**src/rtl/mrr_buf_pkg.sv**
```systemverilog
package mrr_buf_pkg;
  localparam int DEF_DATA_W = 32;
  localparam int DEF_ADDR_W = 12;
  localparam int DEF_DEPTH  = 12;
  localparam int DEF_CNT_W  = 3;
  localparam logic [DEF_ADDR_W-1:0] DEF_STATUS_OFF = 12'h518;
  localparam logic [DEF_ADDR_W-1:0] DEF_DATA0_OFF  = 12'h51C;

  typedef enum logic [1:0] {
    REG_NONE   = 2'd0,
    REG_STATUS = 2'd1,
    REG_DATA   = 2'd2
  } reg_sel_e;
endpackage

```
**src/rtl/mrr_apb_decode.sv**
```systemverilog
module mrr_apb_decode
  import mrr_buf_pkg::*;
#(
  parameter int ADDR_W = DEF_ADDR_W,
  parameter int DEPTH  = DEF_DEPTH,
  parameter logic [ADDR_W-1:0] STATUS_OFF = DEF_STATUS_OFF,
  parameter logic [ADDR_W-1:0] DATA0_OFF  = DEF_DATA0_OFF,
  localparam int IDX_W = $clog2(DEPTH)
) (
  input  logic              psel,
  input  logic              penable,
  input  logic              pwrite,
  input  logic [ADDR_W-1:0] paddr,
  output reg_sel_e          sel,
  output logic [IDX_W-1:0]  data_idx,
  output logic              pop_req,
  output logic              rewind_req
);
  localparam logic [ADDR_W-3:0] D0_WORD = DATA0_OFF[ADDR_W-1:2];
  localparam logic [IDX_W-1:0]  LAST_IDX = IDX_W'(DEPTH - 1);

  logic [ADDR_W-3:0] word_off;
  logic              in_data;
  logic              rd_access;

  always_comb begin
    word_off  = paddr[ADDR_W-1:2] - D0_WORD;
    in_data   = (paddr[1:0] == 2'b00) && (paddr[ADDR_W-1:2] >= D0_WORD) &&
                (word_off < (ADDR_W-2)'(DEPTH));
    data_idx  = word_off[IDX_W-1:0];
    rd_access = psel && penable && !pwrite;

    if (paddr == STATUS_OFF) sel = REG_STATUS;
    else if (in_data)        sel = REG_DATA;
    else                     sel = REG_NONE;

    pop_req    = rd_access && (sel == REG_DATA) && (data_idx == '0);
    rewind_req = rd_access && (sel == REG_DATA) && (data_idx == LAST_IDX);
  end
endmodule

```
**src/rtl/mrr_capture_store.sv**
```systemverilog
module mrr_capture_store
  import mrr_buf_pkg::*;
#(
  parameter int DATA_W = DEF_DATA_W,
  parameter int DEPTH  = DEF_DEPTH,
  parameter int CNT_W  = DEF_CNT_W,
  localparam int IDX_W = $clog2(DEPTH),
  localparam int PTR_W = $clog2(DEPTH + 1)
) (
  input  logic              clk,
  input  logic              rst_n,
  input  logic              clr,
  input  logic              cap_valid,
  input  logic [DATA_W-1:0] cap_data,
  input  logic              rewind,
  input  logic [PTR_W:0]    rd_idx,
  output logic [DATA_W-1:0] rd_word,
  output logic [PTR_W-1:0]  wr_ptr,
  output logic [CNT_W-1:0]  count
);
  localparam logic [CNT_W-1:0] CNT_MAX = '1;

  logic [DATA_W-1:0] mem [DEPTH];
  logic [PTR_W-1:0]  wr_ptr_d;
  logic [CNT_W-1:0]  count_d, cnt_base;
  logic              store_en;

  always_comb begin
    store_en = cap_valid && !clr && (wr_ptr < PTR_W'(DEPTH));
    cnt_base = rewind ? '0 : count;
    count_d  = (cap_valid && cnt_base != CNT_MAX) ? cnt_base + 1'b1 : cnt_base;
    wr_ptr_d = store_en ? wr_ptr + 1'b1 : wr_ptr;
    if (clr) begin
      count_d  = '0;
      wr_ptr_d = '0;
    end
  end

  always_ff @(posedge clk or negedge rst_n) begin
    if (!rst_n) begin
      wr_ptr <= '0;
      count  <= '0;
    end else begin
      wr_ptr <= wr_ptr_d;
      count  <= count_d;
    end
  end

  always_ff @(posedge clk) begin
    if (store_en) mem[wr_ptr[IDX_W-1:0]] <= cap_data;
  end

  always_comb begin
    if (rd_idx < (PTR_W+1)'(wr_ptr)) rd_word = mem[rd_idx[IDX_W-1:0]];
    else                             rd_word = '0;
  end

  assert_no_overflow_R4: assert property (@(posedge clk) disable iff (!rst_n)
    wr_ptr <= PTR_W'(DEPTH));
  assert_cnt_sat_R3: assert property (@(posedge clk) disable iff (!rst_n)
    (count == CNT_MAX && cap_valid && !clr && !rewind) |=> (count == CNT_MAX));
  assert_clear_empties_R8: assert property (@(posedge clk) disable iff (!rst_n)
    clr |=> (count == '0 && wr_ptr == '0));
  assert_full_hold_R4: assert property (@(posedge clk) disable iff (!rst_n)
    (wr_ptr == PTR_W'(DEPTH) && !clr) |=> (wr_ptr == PTR_W'(DEPTH)));
endmodule

```
**src/rtl/mrr_read_ptr.sv**
```systemverilog
module mrr_read_ptr
  import mrr_buf_pkg::*;
#(
  parameter int DEPTH  = DEF_DEPTH,
  localparam int PTR_W = $clog2(DEPTH + 1)
) (
  input  logic             clk,
  input  logic             rst_n,
  input  logic             clr,
  input  logic             pop,
  input  logic             rewind,
  input  logic [PTR_W-1:0] wr_ptr,
  output logic [PTR_W-1:0] rd_ptr
);
  logic [PTR_W-1:0] rd_ptr_d;

  always_comb begin
    rd_ptr_d = rd_ptr;
    if (clr || rewind)                rd_ptr_d = '0;
    else if (pop && rd_ptr < wr_ptr)  rd_ptr_d = rd_ptr + 1'b1;
  end

  always_ff @(posedge clk or negedge rst_n) begin
    if (!rst_n) rd_ptr <= '0;
    else        rd_ptr <= rd_ptr_d;
  end

  assert_rewind_zero_R7: assert property (@(posedge clk) disable iff (!rst_n)
    rewind |=> (rd_ptr == '0));
  assert_pop_step_R6: assert property (@(posedge clk) disable iff (!rst_n)
    (pop && !clr && rd_ptr < wr_ptr) |=> (rd_ptr == $past(rd_ptr) + 1'b1));
endmodule

```
**src/rtl/mrr_result_buf.sv**
```systemverilog
module mrr_result_buf
  import mrr_buf_pkg::*;
#(
  parameter int DATA_W = DEF_DATA_W,
  parameter int ADDR_W = DEF_ADDR_W,
  parameter int DEPTH  = DEF_DEPTH,
  parameter int CNT_W  = DEF_CNT_W,
  parameter logic [ADDR_W-1:0] STATUS_OFF = DEF_STATUS_OFF,
  parameter logic [ADDR_W-1:0] DATA0_OFF  = DEF_DATA0_OFF
) (
  input  logic              clk,
  input  logic              rst_n,
  input  logic              mrr_clr,
  input  logic              cap_valid,
  input  logic [DATA_W-1:0] cap_data,
  input  logic              psel,
  input  logic              penable,
  input  logic              pwrite,
  input  logic [ADDR_W-1:0] paddr,
  output logic [DATA_W-1:0] prdata,
  output logic              pready
);
  localparam int IDX_W = $clog2(DEPTH);
  localparam int PTR_W = $clog2(DEPTH + 1);
  localparam int SUM_W = PTR_W + 1;

  logic              rst_meta, rst_n_int;
  reg_sel_e          sel;
  logic [IDX_W-1:0]  data_idx;
  logic              pop_req, rewind_req;
  logic [PTR_W-1:0]  wr_ptr, rd_ptr;
  logic [CNT_W-1:0]  count;
  logic [SUM_W-1:0]  rd_idx;
  logic [DATA_W-1:0] rd_word;

  always_ff @(posedge clk or negedge rst_n) begin
    if (!rst_n) begin
      rst_meta  <= 1'b0;
      rst_n_int <= 1'b0;
    end else begin
      rst_meta  <= 1'b1;
      rst_n_int <= rst_meta;
    end
  end

  mrr_apb_decode #(
    .ADDR_W(ADDR_W), .DEPTH(DEPTH), .STATUS_OFF(STATUS_OFF), .DATA0_OFF(DATA0_OFF)
  ) u_decode (
    .psel(psel), .penable(penable), .pwrite(pwrite), .paddr(paddr),
    .sel(sel), .data_idx(data_idx), .pop_req(pop_req), .rewind_req(rewind_req)
  );

  assign rd_idx = SUM_W'(rd_ptr) + SUM_W'(data_idx);

  mrr_capture_store #(
    .DATA_W(DATA_W), .DEPTH(DEPTH), .CNT_W(CNT_W)
  ) u_store (
    .clk(clk), .rst_n(rst_n_int), .clr(mrr_clr), .cap_valid(cap_valid),
    .cap_data(cap_data), .rewind(rewind_req), .rd_idx(rd_idx),
    .rd_word(rd_word), .wr_ptr(wr_ptr), .count(count)
  );

  mrr_read_ptr #(
    .DEPTH(DEPTH)
  ) u_rptr (
    .clk(clk), .rst_n(rst_n_int), .clr(mrr_clr), .pop(pop_req),
    .rewind(rewind_req), .wr_ptr(wr_ptr), .rd_ptr(rd_ptr)
  );

  always_comb begin
    prdata = '0;
    if (psel && !pwrite) begin
      case (sel)
        REG_STATUS: prdata = {{(DATA_W-CNT_W-1){1'b0}}, count, (count != '0)};
        REG_DATA:   prdata = rd_word;
        default:    prdata = '0;
      endcase
    end
  end

  assign pready = 1'b1;

  assert_ptr_order_R6: assert property (@(posedge clk) disable iff (!rst_n_int)
    rd_ptr <= wr_ptr);
  assert_write_no_effect_R10: assert property (@(posedge clk) disable iff (!rst_n_int)
    (psel && penable && pwrite && !mrr_clr && !cap_valid) |=>
      ($stable(count) && $stable(wr_ptr) && $stable(rd_ptr)));
endmodule

```
**config.mk**
```make
export PLATFORM = sky130hd
export DESIGN_NAME = mrr_result_buf
export DESIGN_NICKNAME = d
export VERILOG_FILES = /design/src/rtl/mrr_buf_pkg.sv /design/src/rtl/mrr_apb_decode.sv /design/src/rtl/mrr_capture_store.sv /design/src/rtl/mrr_read_ptr.sv /design/src/rtl/mrr_result_buf.sv
export SDC_FILE = /design/constraint.sdc
export NUM_CORES = 1
export LEC_CHECK = 0
export CORE_MARGIN = 1
export CORE_UTILIZATION = 52
export CTS_BUF_LIST = sky130_fd_sc_hd__clkbuf_8
export CTS_CLUSTER_DIAMETER = 80
export DETAILED_ROUTE_END_ITERATION = 12
export DONT_BUFFER_PORTS = 1
export GPL_TIMING_DRIVEN = 0
export PLACE_DENSITY = 0.75
export SYNTH_ARGS = -nofsm -noshare
export SYNTH_HDL_FRONTEND = slang
export SYNTH_SLANG_ARGS = --single-unit
```
**constraint.sdc**
```tcl
create_clock -name clk -period 3.6 [get_ports clk]
set_input_delay 0.36 -clock clk [delete_from_list [all_inputs] [get_ports clk]]
set_output_delay 0.36 -clock clk [all_outputs]
set_load 0.01 [all_outputs]
```
==> flow_summary.ini <==
[timing]
setup_slack_ns = -0.458
setup_viol = 32
hold_ws_ns = 0.107
fmax_ghz = 0.246
skew_ns = 0.0119
drv_slew = 0
worst_slew_pin_slew_ns = 1.42
hold_violations = 0
fin_crit_sh_pct = 113
relSlewSlack_pct = 5.50
rsz0062_at_grt = true
timing.final.crit_period_ns = 4.06

[worst_setup_path]
worst_setup_path_end_kind = output pin
r2r_cells = 9
r2r_slack_ns = 0.76
worstPathRequired_ns = 3.24
critPathKind = reg2out
start_kind = flop
crit_fanout = 8
reg2reg_to = u_rptr.rd_ptr[3]$_DFFE_PN0P_
path_cells = buf_6, inv_4, fa_2, inv_2, buf_8, ha_4, a211oi_4, o211ai_1, and4bb_4, nand2_8, buf_12, a311oi_4
crit_family = adder cells
cp_slowest_cell = fa_2
regToRegStartpoint = u_rptr.rd_ptr[1]$_DFFE_PN0P_
cpPeakStageDelay_ns = 0.64
cp_num_buf_inv = 5
cp_data_arrival_time_ns = 3.70

[hold_path]
hold_end = u_store.wr_ptr[2]$_DFFE_PN0P_
whs_path_depth = 2
hold_path.class = in2reg
hp-start = cap_valid

[power]
ir_drop_v = 0.000352
pwr-share-comb_pct = 8.2
switching_share_pct = 23.2
pwr_density_cell_nw_per_um2 = 474
seq_power_share_pct = 56.2
power_mw = 9.13
p_leak_nw = 6.29
switchingPower_mw = 2.12
intPower_mw = 7.01
power_frac_clock_pct = 35.5

[clock_network]
cts_tree = done
cts.clk_slew.worst_paths_ns = 0.07
htreeDepth = 2
clk_latency_ns = 0.59
cts_sinks = 397
cts_inserted_buffers = 60
clock_path_buffers = 3
cts-root-buf = clkbuf_8

[drt]
vias = 8578
drt-wirelength-per-cell_um = 26.0
routed_wirelength_um = 36400
highest_layer = met4
dr_wl_met2_um = 18300
vias_per_cell = 6.11
dr.pass1.iters = 5
wl_met1_um = 14200
met3_length_um = 2990
drt-initial-drc-count = 794
route.detailed.drc = 0
ant_nets = 0

[final_layout]
fillers = 1954
mostFrequentLayoutCells = edfxtp_1, mux4_2, nand2_1
mostFrequentLayoutCell = edfxtp_1
antennaDiodeCount = 0
drive_above_1_share_pct = 32.0
syn2layout_area_growth_pct = 20.4
fin_nets = 1038

[logic_synthesis]
postSynthCellCount = 814
synth_top_family_by_area = multiplexers
synth_top_area_share_pct = 72.0
synthArstFlopShare_pct = 3.27
ys_seq_area_share_pct = 74.0
synth_top_cell_by_area = edfxtp_1
syn_avg_cell_area_um2 = 19.7
yosys.area_share.xor_xnor_pct = 0.383
ys.flop_type = edfxtp_1
synthTopCellsByArea = edfxtp_1, mux4_2, dfrtp_1
synth_simple_gate_area_share_pct = 4.94
ys_ff_latch = 397
synth.mux.area_fraction_pct = 13.9
synth_adder_area_share_pct = 1.69
synth_edf_count = 384
synth.distinct_cells = 59
synth_compound_area_share_pct = 3.55
yosys_warnings = 0
synth_area_um2 = 16000

[global_routing]
grt_overflow = 0
grt.total_usage_pct = 24.0
grt_pass1_wl_um = 54800
antenna_found_initial = 0
grt_max_degree = 27
grt_pass1_vias = 9018

[die]
core_area_um2 = 30000
die_h_um = 177
rows = 63
fp.dieW_um = 177
pin_count = 84
dieArea_um2 = 31500
initial_utilization_pct = 53.5

[placed_design]
numPortBuffers = 0
dp_hpwl_um = 21900
routabilityCongestion = 0.776
dp_slack_ns = -1.34

[outcome]
status = finished, violations left
violations = setup timing

[run]
maxCapViolations = 0
-- how the worst max path moves through the flow --
stage	from	to	slack (ns)	depth (start not counted)
2_1_floorplan	u_store.wr_ptr[0]$_DFFE_PN0P_	u_store.mem[11][0]$_DFFE_PP_	-0.67	3
3_3_place_gp	u_store.wr_ptr[0]$_DFFE_PN0P_	u_store.mem[3][16]$_DFFE_PP_	-4.00	3
3_5_place_dp	u_rptr.rd_ptr[0]$_DFFE_PN0P_	prdata[11]	-1.34	12
4_1_cts	u_rptr.rd_ptr[0]$_DFFE_PN0P_	prdata[11]	-0.49	12
5_1_grt	u_rptr.rd_ptr[0]$_DFFE_PN0P_	prdata[30]	-0.56	12
6_report	u_rptr.rd_ptr[1]$_DFFE_PN0P_	prdata[30]	-0.46	12
-- cell usage after synthesis, types with 6 or more instances --
cell,n
nor2_1,38
inv_1,13
ha_1,20
a311oi_1,29
and2_1,6
mux4_2,96
clkbuf_1,26
nand2_1,68
o21ai_0,7
a21oi_1,12
dfrtp_1,13
nand2b_1,6
edfxtp_1,384
-- through the flow --
step	std cells	setup TNS [ns]	util [%]	cell area, um^2
floorplan	815	-43.02	-	16200
global placement	1205	-357.85	55.6	16700
detailed placement	1228	-39.01	56.8	17000
CTS	1399	-13.14	63.9	19100
global route	1403	-15.11	64.3	19300
finish	1403	-11.98	64.3	19300
-- metal layers --
metal / track usage, % / vias up
met4: 6.70 / 0
met5: 0 / -
met3: 5.31 / 74
li1: - / 3668
met1: 31.7 / 4433
met2: 40.5 / 403
-- area by class of cell --
type	count	area [um^2]	area share, %
multi-input cells	364	4580	23.8
well taps	390	488	2.53
repair buffers	91	968	5.02
inverters	13	53.8	0.279
plain buffers	39	275	1.43
flip-flops and latches	397	11900	61.5
clock buffers	62	853	4.43
clock inverters	47	194	1.01
-- sequential cells by signal, summed over array words and instances (netlist names) --
register	flops
rst_n_int	1
u_store.count	3
u_store.mem	384
rst_meta	1
u_store.wr_ptr	4
u_rptr.rd_ptr	4
-- power by group through the flow --
| stage | combinational [mW] | sequential [mW] | clock [mW] |
|---|---|---|---|
| 6_report | 0.751 | 5.13 | 3.24 |
| 5_1_grt | 0.805 | 5.13 | 3.49 |
| 4_1_cts | 0.734 | 5.13 | 3.29 |
| 3_5_place_dp | 0.548 | 5.23 | 0 |
| 3_3_place_gp | 0.523 | 5.23 | 0 |
| 2_1_floorplan | 0.389 | 5.23 | 0 |
-- cells by family (layout without fill, tap and decap cells) --
| family | count (synthesis) | count (layout) |
|---|---|---|
| buf+inv | 54 | 252 |
| flops | 397 | 397 |
| mux | 102 | 102 |
| other cells | 1 | 2 |
| xor+xnor | 7 | 7 |
| simple gates | 159 | 159 |
| fa+ha+maj | 21 | 21 |
| compound gates | 73 | 73 |
-- worst reg2reg max path: cells and delay by family (launching register included) --
family          cells  cell delay [ns]
fa+ha+maj           1             0.29
flops               1             0.44
simple gates        2             0.58
buf+inv             3             0.40
compound gates      3             1.06
-- repair_timing --
item,CTS,global route
pin swaps,20,18
gates resized for setup,78,19
hold endpoints to repair,390,0
hold buffers,36,0
gates cloned,1,1
setup endpoints to repair,32,32
setup buffers,31,5
(Power assumes the default switching activity.)
